**config.mk**
```make
export PLATFORM = sky130hd
export DESIGN_NAME = sar_seg_ctrl
export DESIGN_NICKNAME = d
export VERILOG_FILES = /design/src/rtl/sar_seg_pkg.sv /design/src/rtl/sar_samp_seq.sv /design/src/rtl/sar_ptr_chain.sv /design/src/rtl/sar_decision_chain.sv /design/src/rtl/seg_therm_dec.sv /design/src/rtl/sar_seg_ctrl.sv
export SDC_FILE = /design/constraint.sdc
export NUM_CORES = 1
export LEC_CHECK = 0
export BUFFER_PORTS_ARGS = -buffer_cell sky130_fd_sc_hd__buf_4
export CAP_MARGIN = 20
export CORE_MARGIN = 2
export CORE_UTILIZATION = 40
export CTS_BUF_LIST = sky130_fd_sc_hd__clkbuf_16
export DETAILED_ROUTE_END_ITERATION = 12
export PLACE_DENSITY = 0.72
export SYNTH_ARGS = -nofsm -noshare
export SYNTH_HDL_FRONTEND = slang
export SYNTH_SLANG_ARGS = --single-unit
```
**constraint.sdc**
```tcl
create_clock -name clk -period 0.8 [get_ports clk]
set_input_delay 0.12 -clock clk [delete_from_list [all_inputs] [get_ports clk]]
set_output_delay 0.12 -clock clk [all_outputs]
set_load 0.01 [all_outputs]
```
**src/rtl/sar_seg_pkg.sv**
```systemverilog
package sar_seg_pkg;

    localparam int unsigned DEF_RES_BITS = 7;
    localparam int unsigned DEF_SEG_BITS = 3;
    localparam int unsigned DEF_SAMP_CYC = 2;

    // number of unary lines for a segment of seg bits
    function automatic int unsigned unary_lines(input int unsigned seg);
        return (32'd1 << seg) - 32'd1;
    endfunction

endpackage

```
**src/rtl/sar_samp_seq.sv**
```systemverilog
module sar_samp_seq #(
    parameter int unsigned SAMP_CYC = sar_seg_pkg::DEF_SAMP_CYC
) (
    input  logic clk,
    input  logic rst,
    input  logic start_i,
    output logic samp_o,
    output logic launch_o
);
    localparam logic [SAMP_CYC-1:0] FIRST = {{(SAMP_CYC-1){1'b0}}, 1'b1};

    logic [SAMP_CYC-1:0] win_q;

    always_ff @(posedge clk) begin
        if (rst)          win_q <= '0;
        else if (start_i) win_q <= FIRST;
        else              win_q <= win_q << 1;
    end

    assign samp_o   = |win_q;
    // last sampling cycle hands over to the pointer chain
    assign launch_o = win_q[SAMP_CYC-1] & ~start_i;
endmodule

```
**src/rtl/sar_ptr_chain.sv**
```systemverilog
module sar_ptr_chain #(
    parameter int unsigned NBITS = sar_seg_pkg::DEF_RES_BITS
) (
    input  logic             clk,
    input  logic             rst,
    input  logic             start_i,
    input  logic             launch_i,
    output logic [NBITS-1:0] ptr_o,
    output logic             done_o
);
    localparam logic [NBITS-1:0] TOP = {1'b1, {(NBITS-1){1'b0}}};

    logic [NBITS-1:0] ptr_q;
    logic             done_q;

    always_ff @(posedge clk) begin
        if (rst)           ptr_q <= '0;
        else if (start_i)  ptr_q <= '0;
        else if (launch_i) ptr_q <= TOP;
        else               ptr_q <= ptr_q >> 1;
    end

    always_ff @(posedge clk) begin
        if (rst) done_q <= 1'b0;
        else     done_q <= ptr_q[0] & ~start_i;
    end

    assign ptr_o  = ptr_q;
    assign done_o = done_q;
endmodule

```
**src/rtl/sar_decision_chain.sv**
```systemverilog
module sar_decision_chain #(
    parameter int unsigned NBITS = sar_seg_pkg::DEF_RES_BITS
) (
    input  logic             clk,
    input  logic             rst,
    input  logic             start_i,
    input  logic             cmp_i,
    input  logic [NBITS-1:0] ptr_i,
    output logic [NBITS-1:0] res_o
);
    logic [NBITS-1:0] res_q;

    for (genvar b = 0; b < NBITS; b++) begin : g_bit
        always_ff @(posedge clk) begin
            if (rst)           res_q[b] <= 1'b0;
            else if (start_i)  res_q[b] <= 1'b0;
            else if (ptr_i[b]) res_q[b] <= cmp_i;
        end
    end

    assign res_o = res_q;
endmodule

```
**src/rtl/seg_therm_dec.sv**
```systemverilog
module seg_therm_dec #(
    parameter int unsigned SEG_BITS = sar_seg_pkg::DEF_SEG_BITS,
    parameter int unsigned LINES    = sar_seg_pkg::unary_lines(SEG_BITS)
) (
    input  logic [SEG_BITS-1:0] val_i,
    output logic [LINES-1:0]    therm_o
);
    for (genvar j = 0; j < LINES; j++) begin : g_line
        assign therm_o[j] = (val_i > SEG_BITS'(j));
    end
endmodule

```
**src/rtl/sar_seg_ctrl.sv**
```systemverilog
module sar_seg_ctrl #(
    parameter int unsigned NBITS    = sar_seg_pkg::DEF_RES_BITS,
    parameter int unsigned SEG_BITS = sar_seg_pkg::DEF_SEG_BITS,
    parameter int unsigned SAMP_CYC = sar_seg_pkg::DEF_SAMP_CYC,
    localparam int unsigned THW     = sar_seg_pkg::unary_lines(SEG_BITS),
    localparam int unsigned BIN_W   = NBITS - SEG_BITS
) (
    input  logic             clk,
    input  logic             rst,
    input  logic             start_i,
    input  logic             cmp_i,
    output logic             samp_o,
    output logic [THW-1:0]   dac_therm_o,
    output logic [BIN_W-1:0] dac_bin_o,
    output logic [NBITS-1:0] code_o,
    output logic             done_o,
    output logic             resid_rdy_o
);
    logic             launch_w;
    logic [NBITS-1:0] ptr_w;
    logic [NBITS-1:0] res_w;
    logic [NBITS-1:0] trial_w;
    logic             resid_q;

    sar_samp_seq #(.SAMP_CYC(SAMP_CYC)) u_samp (
        .clk(clk), .rst(rst), .start_i(start_i),
        .samp_o(samp_o), .launch_o(launch_w)
    );

    sar_ptr_chain #(.NBITS(NBITS)) u_ptr (
        .clk(clk), .rst(rst), .start_i(start_i), .launch_i(launch_w),
        .ptr_o(ptr_w), .done_o(done_o)
    );

    sar_decision_chain #(.NBITS(NBITS)) u_dec (
        .clk(clk), .rst(rst), .start_i(start_i), .cmp_i(cmp_i),
        .ptr_i(ptr_w), .res_o(res_w)
    );

    // bit under test raised on top of decided bits
    assign trial_w = res_w | ptr_w;

    seg_therm_dec #(.SEG_BITS(SEG_BITS), .LINES(THW)) u_therm (
        .val_i(trial_w[NBITS-1 -: SEG_BITS]),
        .therm_o(dac_therm_o)
    );

    assign dac_bin_o = trial_w[BIN_W-1:0];
    assign code_o    = res_w;

    always_ff @(posedge clk) begin
        if (rst)           resid_q <= 1'b0;
        else if (start_i)  resid_q <= 1'b0;
        else if (ptr_w[0]) resid_q <= 1'b1;
    end

    assign resid_rdy_o = resid_q;
endmodule

```
### Word-level counts from Yosys, hierarchy flattened

Index checks and enable logic that the tools add are counted.

| cells by class | value |
|---|---|
| reduce and logical (&&, ||, !) cells | 3 |
| $lt $le $gt $ge | 7 |
| bitwise operators | 4 |
| multiplexer cells | 2 |

Operator list:

| cell | count |
|---|---|
| $gt A3 B3 Y1 const B | 3 |
| $mux W7 | 1 |
| $or A7 B7 Y7 | 1 |
| $gt A3 B1 Y1 const B | 2 |
| $gt A3 B2 Y1 const B | 2 |
| $reduce_or A2 Y1 | 2 |
| $reduce_or A3 Y1 | 1 |
| $and A1 B1 Y1 | 2 |
| $mux W1 | 1 |
| $not A1 Y1 | 1 |

| storage, ports and cells | value |
|---|---|
| bits in registers | 18 |
| bits of input ports | 4 |

### Longest topological paths before layout

Gate-level depths: netlist (run 1).

| logic depth | value |
|---|---|
| depth after elaboration | 3 |
| gate-level depth with buffers | 3 |
| gate-level depth less buffers | 2 |

### Hierarchy

A second synthesis (run 1) with hierarchy kept.

| second synthesis, totals | value |
|---|---|
| cells, all modules | 68 |
| area, all modules | 754.5 sq um |

By module, submodules not included:

| module | area an instance (sq um) | instances | cells an instance |
|---|---|---|---|
| sar_ptr_chain | 282.8 | 1 | 18 |
| sar_decision_chain | 247.7 | 1 | 23 |
| sar_seg_ctrl | 102.6 | 1 | 14 |
| sar_samp_seq | 73.8 | 1 | 6 |
| seg_therm_dec | 47.5 | 1 | 7 |

### Worst setup path after synthesis (run 1)

No wires, ideal clock.

| path | value |
|---|---|
| kind | register to output |
| start point | reg u_dec.res_q[6] (netlist: u_dec.res_o[6]) |
| end point | out dac_therm_o[2] |
| required time | 0.680 ns |
| buffers on the path | 0 |
| stages on the path, launching flop included | 3 |
| path slack | -0.143 ns |
| arrival time | 0.823 ns |
| cells stage by stage | dfxtp_1 -> nor2_1 -> o21ai_0 |

| on the way | value |
|---|---|
| cells in the longest elaborated chain, start to end | 2 |

RTL lines:

| element | line | text |
|---|---|---|
| start, declared | sar_decision_chain.sv:11 | `logic [NBITS-1:0] res_q;` |
| start signal, assigned by index | sar_decision_chain.sv:17 | `else if (ptr_i[b]) res_q[b] <= cmp_i;` |
| $or A7 B7 Y7 | sar_seg_ctrl.sv:41 | `assign trial_w = res_w \| ptr_w;` |
| $gt A3 B2 Y1 | seg_therm_dec.sv:9 | `assign therm_o[j] = (val_i > SEG_BITS'(j));` |
| end, declared | sar_seg_ctrl.sv:13 | `output logic [THW-1:0] dac_therm_o,` |

No other way between the ends.

### Worst setup path after layout (run 1)

| path | value |
|---|---|
| start point | reg u_dec.res_q[4] (netlist: u_dec.res_o[4]) |
| end point | out dac_therm_o[0] |

| on the way | value |
|---|---|
| cells in the longest elaborated chain, start to end | 2 |

RTL lines:

| element | line |
|---|---|
| $or A7 B7 Y7 | sar_seg_ctrl.sv:41 |
| $gt A3 B1 Y1 | seg_therm_dec.sv:9 |

No other way between the ends.

==> results.md, run 1 <==
* Critical Path RT at around 0.7 ns
* Final ANT Viol Nets at 0
* Syn Area/Cell at 9.93 um^2
* CP Capture Point: dac_therm_o[0]
* Initial Util at 0.422
* Largest net degree at the start of global routing at 10
* DIE AREA at 1920 um^2
* Layout cell share with drive strength beyond 1 at 0.706
* Reg2Reg Capture Point: u_ptr.ptr_o[5]
* DP Area at 956 um^2
* First-pass GRT wire length at 2880 um
* Max FO, Critical Path at 3
* Critical-path cell list: nor4_4 > nand2_1 > buf_6
* Placed wire-length estimate at 1000 um
* Worst hold path class: input port to flip-flop
* Clock sinks at 18
* Syn_nets at 68
* Core Footprint at between 1500 and 2000 um^2
* Post-route minimum period at 1.25 ns
* Cells after Synth at 64
* Worst R2R Start: u_samp.win_q[1]
* Synthesized area at 636 um^2
* Max Buffers Root-to-Sink at 2
* Hold depth at 2
* Drt first pass iters at 3
* # rows at 14
* Final hold vios at 0
* Io pins at 25
* Antenna cell count at 0
* Least-Margin Pin Slew at 0.302 ns
* Non-Filler Instances at 125
* Skew final at 0.000641 ns
* RSZ-0062 raised after global routing: true
* Worst vdd ir at 1390 uV
* All-Layer GR Usage at 0.205
* Vias at 604
* Dominant cells by area after synthesis: dfxtp_1 57%, mux2i_1 11%, and2_1 8.9%
* Power density cells at about 1500 nW/um^2
* Setup crit start: u_dec.res_o[4]
* Flop2flop setup slack at -0.08 ns
* Setup violations, final at 31
* Chip Width at approximately 44 um
* Violated checks: negative setup slack
* Vias in the first global route at 617
* Status: complete, but fails checks
* Global route overflow at 0
* # DRC at 0
* Clock Latency Late Sink at 0.24 ns
* FF+latch count, synth at 18
* CTS Buf Count at 3
* Nets at 115
* Leak at 0.000571 uW
* Area delta synth->final at 97.0%
* H-tree levels at 1
* Post-layout util at 0.831
* Yosys top cell area share at 0.567
* Worst-path clk slew at approximately 0.05 ns
* Post-synth cell types at 14
* Period utilization at 1.56
* Data arrival time of the worst path at 1.13 ns
* Crit Path Class: flip-flop to output pin
* Antenna violations before repair at 0
* TritonCTS clock tree: built
* R2R depth at 4
* Post-route cell area at 1250 um^2
* # port buffers at 24
* Drt via density at 4.83
* Routed len/inst at 14.4 um
* Slew Viols, Final at 0
* Yosys top cell by area: dfxtp_1
* Routed WL at approximately 1800 um
* Max_cap viols at 0
* Final Power at 1940 uW
* CP endpoint kind: output pin
* FMAX at around 800 MHz
* DR iter-0 viols at 7
* Syn. warnings at 0
* Sequential area share after synthesis at 0.567
* HP Start: rst
* Setup ws final at -0.450 ns
* Max-slew headroom at 0.799
* Hold buffers post-CTS at 0
* Placer Congestion at around 0.67
* Die Y-Extent at 43.9 um
* CP startpoint kind: flip-flop
* CP max-delay cell: dfxtp_2
* Placed cells at 118
* Root Buffer: clkbuf_16
* CP max stage delay at 0.34 ns
## worst max-delay path, delay by kind of cell, from the launching register on
family | cells | cell delay (ns)
and+or+nand+nor | 2 | 0.41
buffers and inverters | 1 | 0.13
DFF | 1 | 0.34
## synthesized netlist by cell type (all sizes together)
cell / count
nor2b: 1
or2: 6
o21ai: 1
nor4: 1
buf: 1
dfxtp: 18
nand2: 2
mux2i: 7
nor3: 2
nor2: 15
and2: 9
inv: 1
## final cells by class
type                            count  area (um^2)
Inverter                            1         3.75
Multi-Input combinational cell     44          322
Timing Repair Buffer               43          439
Tap cell                           16         20.0
Fill cell                          86          254
Clock buffer                        3         75.1
Sequential cell                    18          393
## per-layer routing
metal  GRT usage  part of all wire
met3      0.0125             0.029
met2       0.379              0.59
met1       0.235              0.36
met4      0.0970             0.019
met5           0                 0
## cell families (layout without fill, tap and decap cells)
family	Yosys count	in the layout	synth area share
simple gates	36	36	0.291
buf+inv	2	47	0.0236
mux	7	7	0.110
flops	18	18	0.567
compound gates	1	1	0.00787
## state kept, by name, indices dropped and copies added, names as in the netlist
name	flops
u_ptr.done_o	1
u_dec.res_o	7
resid_rdy_o	1
u_samp.win_q	2
u_ptr.ptr_o	7
## worst min path at each step
stage	to
floorplan	u_samp.win_q[0]
global placement	u_samp.win_q[0]
detailed placement	u_samp.win_q[0]
CTS	u_samp.win_q[0]
global route	u_samp.win_q[0]
finish	u_samp.win_q[0]
## power breakdown
group	total (uW)	internal, uW	switching, uW
combinational	85.4	44.7	40.7
sequential	895	891	3.82
clock	955	656	299
total	1940	1590	344
## through the flow
step | setup slack [ns] | TNS (ns) | hold WS [ns]
after floorplan | -0.0509 | -0.0932 | 0.192
after global placement | -0.141 | -0.910 | 0.308
after detailed placement | -0.168 | -1.26 | 0.315
after CTS | -0.411 | -4.66 | 0.0564
after global routing | -0.472 | -6.06 | 0.0681
final | -0.450 | -5.03 | 0.0667
## placed cells by master (no fill, tap or decap), drive strengths merged
master / synthesis / routed
and2: 9 / 9
nor2b: 1 / 1
dfxtp: 18 / 18
or2: 6 / 6
buf: 1 / 43
nor4: 1 / 1
o21ai: 1 / 1
nor3: 2 / 2
inv: 1 / 1
mux2i: 7 / 7
nor2: 15 / 15
clkbuf: 0 / 3
nand2: 2 / 2
## timing repair
item                                    in CTS  in global routing
pin swaps                                    6                  9
resized for setup                           50                 15
endpoints found under the setup margin      29                 34
buffers inserted                             4                  3
endpoints found under the hold margin        0                  0
Note: power is estimated with default switching activity, not from simulation.
==> inputs of run 2 (changes only) <==
==> constraint.sdc (replaced) <==
create_clock -name clk -period 0.8 [get_ports clk]
set_input_delay 0.12 -clock clk [delete_from_list [all_inputs] [get_ports clk]]
set_output_delay 0.12 -clock clk [all_outputs]
set_load 0.1 [all_outputs]
==> run 2 against run 1 <==
Compared with the run above: the run now fails in 4_1_cts; synthesized area unchanged; synthesized cell count unchanged.
==> results.md, run 2 <==
* Cells after Synth at 64 (unchanged)
* Syn. warnings at 0 (unchanged)
* Placed cells at 117 (was 118)
* Syn_nets at 68 (unchanged)
* Synth cell count leaders: 18 x dfxtp_1, 15 x nor2_1, 9 x and2_1 (unchanged)
* # port buffers at 24 (unchanged)
* Yosys top cell area share at 0.567 (unchanged)
* CTS Buf Count at 3 (unchanged)
* Stopped at: 4_1_cts
* Hold buffers post-CTS at 0 (unchanged)
* Post-synth EDFFs at 0 (unchanged)
* Max Buffers Root-to-Sink at 2 (unchanged)
* Initial Util at 0.422 (unchanged)
* Syn Area/Cell at 9.93 um^2 (unchanged)
* Synthesized area at 636 um^2 (unchanged)
* Dominant cells by area after synthesis: dfxtp_1 57%, mux2i_1 11%, and2_1 8.9% (unchanged)
* H-tree levels at 1 (unchanged)
* # rows at 14 (unchanged)
* FF+latch count, synth at 18 (unchanged)
* Stop err: [ERROR DPL-0033] detailed placement checks failed during check placement.
* Io pins at 25 (unchanged)
* Post-CTS setup buffer count at 4 (unchanged)
* Clock sinks at 18 (unchanged)
* Yosys top cell by area: dfxtp_1 (unchanged)
* Top FF cell, synth: dfxtp_1 (unchanged)
* Post-synth cell types at 14 (unchanged)
* Most common cell in the netlist: dfxtp_1 (unchanged)
* Root Buffer: clkbuf_16 (unchanged)
* Post-CTS Resized at 84 (was 50)
* Sequential area share after synthesis at 0.567 (unchanged)
* Chip Width at 43.9 um (unchanged)
* Status: aborted with a tool error (was complete, but fails checks)
* Placer Congestion at 0.739 (was 0.674)
* Die Y-Extent at 43.9 um (unchanged)
* Placed wire-length estimate at 1040 um (was 1000 um)
* Ys async rst share at 0 (unchanged)
-- run 2: cell families after synthesis --
family / count (synthesis) / synth area share
flops: 18 / 0.567
simple gates: 36 / 0.291
buf+inv: 2 / 0.0236
compound gates: 1 / 0.00787
mux: 7 / 0.110
-- run 2: per-stage QoR --
step	setup TNS [ns]	util	worst slack (ns)	area, um^2	hold slack [ns]
floorplan	-4.89	-	-0.770	756	0.192
global placement	-2.82	0.697	-0.326	1050	0.317
detailed placement	-3.13	0.697	-0.368	1050	0.316
==> inputs of run 3 (changes only) <==
Settings changed: CORE_AREA set to 2 2 63 65, CORE_MARGIN 2 to not set, CORE_UTILIZATION 40 to not set, CTS_BUF_LIST sky130_fd_sc_hd__clkbuf_16 to not set, DIE_AREA set to 0 0 65 67, PLACE_DENSITY 0.72 to not set, PLACE_DENSITY_LB_ADDON set to 0.15.
Clock period 0.8 ns to 1 ns, I/O delays scaled along.
==> run 3 against run 2 <==
Compared with the run above: the flow now finishes, with violations (negative setup slack).
==> results.md, run 3 (synthesized netlist as in run 1, its figures left out) <==
* Worst-path clk slew at 0.06 ns
* Routed WL at around 1600 um
* Critical Path RT at 0.85 ns
* Power density cells at between 900 and 1000 nW/um^2
* # port buffers at 24 (unchanged)
* Core Footprint at ~3600 um^2
* Worst hold path class: input port to flip-flop
* Largest net degree at the start of global routing at 11
* TritonCTS clock tree: built
* Clock Latency Late Sink at 0.24 ns
* Critical-path cell list: nor4_4 > buf_4 > nand2_4 > buf_12
* Routed len/inst at 10.0 um
* Vias at 600
* Layout cell share with drive strength beyond 1 at 0.743
* R2R depth at 4
* Final Power at ~1400 uW
* Clock sinks at 18 (unchanged)
* All-Layer GR Usage at 0.0794
* # DRC at 0
* Drt first pass iters at 3
* Leak at around 0.00063 uW
* Most common cell after layout, fill and taps aside: buf_12
* Hold depth at 2
* First-pass GRT wire length at between 2000 and 3000 um
* CP endpoint kind: output pin
* Status: complete, but fails checks (was aborted with a tool error)
* Slew Viols, Final at 0
* Nets at about 120
* Pre-CTS setup slack at -0.175 ns (was -0.368 ns)
* Setup violations, final at 18
* Worst vdd ir at 512 uV
* Final hold vios at 0
* Initial Util at 0.176 (was 0.422)
* Io pins at 25 (unchanged)
* Max FO, Critical Path at 3
* Most frequent cells in the layout: 19 x buf_12, 15 x buf_4, 11 x buf_6
* CP startpoint kind: flip-flop
* Chip Width at 65 um (was 43.9 um)
* Violated checks: negative setup slack
* Drt via density at 3.73
* Root Buffer: clkbuf_8 (was clkbuf_16)
* Max_cap viols at 0
* RSZ-0062 raised after global routing: true
* # rows at 22 (was 14)
* Post-route minimum period at 1.38 ns
* Skew final at 0.00119 ns
* Setup ws final at -0.376 ns
* FMAX at 727 MHz
* Antenna violations before repair at 0
* Placed wire-length estimate at 1050 um (was 1040 um)
* Max Buffers Root-to-Sink at 2 (unchanged)
* CP max stage delay at about 0.36 ns
* Die Y-Extent at 67 um (was 43.9 um)
* DR iter-0 viols at 4
* Global route overflow at 0
* Vias in the first global route at 565
* Period utilization at 1.38
* WHS at 0.0853 ns
* Antenna cell count at 0
* CP max-delay cell: dfxtp_4
* Area delta synth->final at 138%
* Data arrival time of the worst path at 1.23 ns
* DIE AREA at 4360 um^2
* CTS Buf Count at 3 (unchanged)
* Crit Path Class: flip-flop to output pin
* H-tree levels at 1 (unchanged)
* Final ANT Viol Nets at 0
* Max-slew headroom at 0.780
* Least-Margin Pin Slew at around 0.33 ns
* Fillers at 351
* Placer Congestion at 0.671 (was 0.739)
## run 3: final cells by class
cell class                 instances  area (um^2)  area share
tap                               48         60.1      0.0396
inverter                           1         6.26     0.00413
multi-input combinational         44          358       0.236
clock buffer                       4         55.1      0.0363
timing repair buffer              46          632       0.417
sequential                        18          404       0.267
## run 3: critical path: cells and delay by family (launching register included)
family,cells,cell delay [ns]
flops,1,0.36
buf+inv,2,0.33
simple gates,2,0.30
## run 3: report_power, final
| part | switching, uW | internal [uW] | leakage, uW |
|---|---|---|---|
| Sequential | 2.88 | 697 | 0.000156 |
| Clock | 215 | 349 | 0.0000288 |
| Combinational | 72.6 | 48.7 | 0.000450 |
## run 3: repair_timing
item,in CTS,in global routing
hold buffers,0,0
resized for setup,57,25
setup endpoints to repair,20,16
buffers inserted,4,12
pin swaps,4,7
## run 3: per-layer routing
| layer | up-vias | GRT usage | share of wire |
|---|---|---|---|
| li1 | 302 | - | - |
| met1 | 280 | 0.0898 | 0.42 |
| met2 | 16 | 0.137 | 0.51 |
| met3 | 2 | 0.0220 | 0.061 |
| met4 | 0 | 0.0399 | 0.0081 |
| met5 | - | 0 | 0 |
## run 3: final timing paths
kind                        start              end  slack, ns
hold / removal                rst  u_samp.win_q[0]       0.09
setup reg to reg   u_ptr.ptr_o[6]   u_dec.res_o[6]       0.10
hold reg to reg   u_samp.win_q[0]  u_samp.win_q[1]       0.47
setup / recovery   u_ptr.ptr_o[4]   dac_therm_o[0]      -0.38
## run 3: through the flow
step	area (um^2)	std cells	TNS, ns	utilization
2_1_floorplan	751	64	-3.02	-
6_report	1520	161	-3.06	0.420
3_3_place_gp	1040	143	-0.938	0.288
5_1_grt	1520	161	-3.79	0.420
4_1_cts	1350	151	-3.03	0.375
3_5_place_dp	1040	143	-1.04	0.288
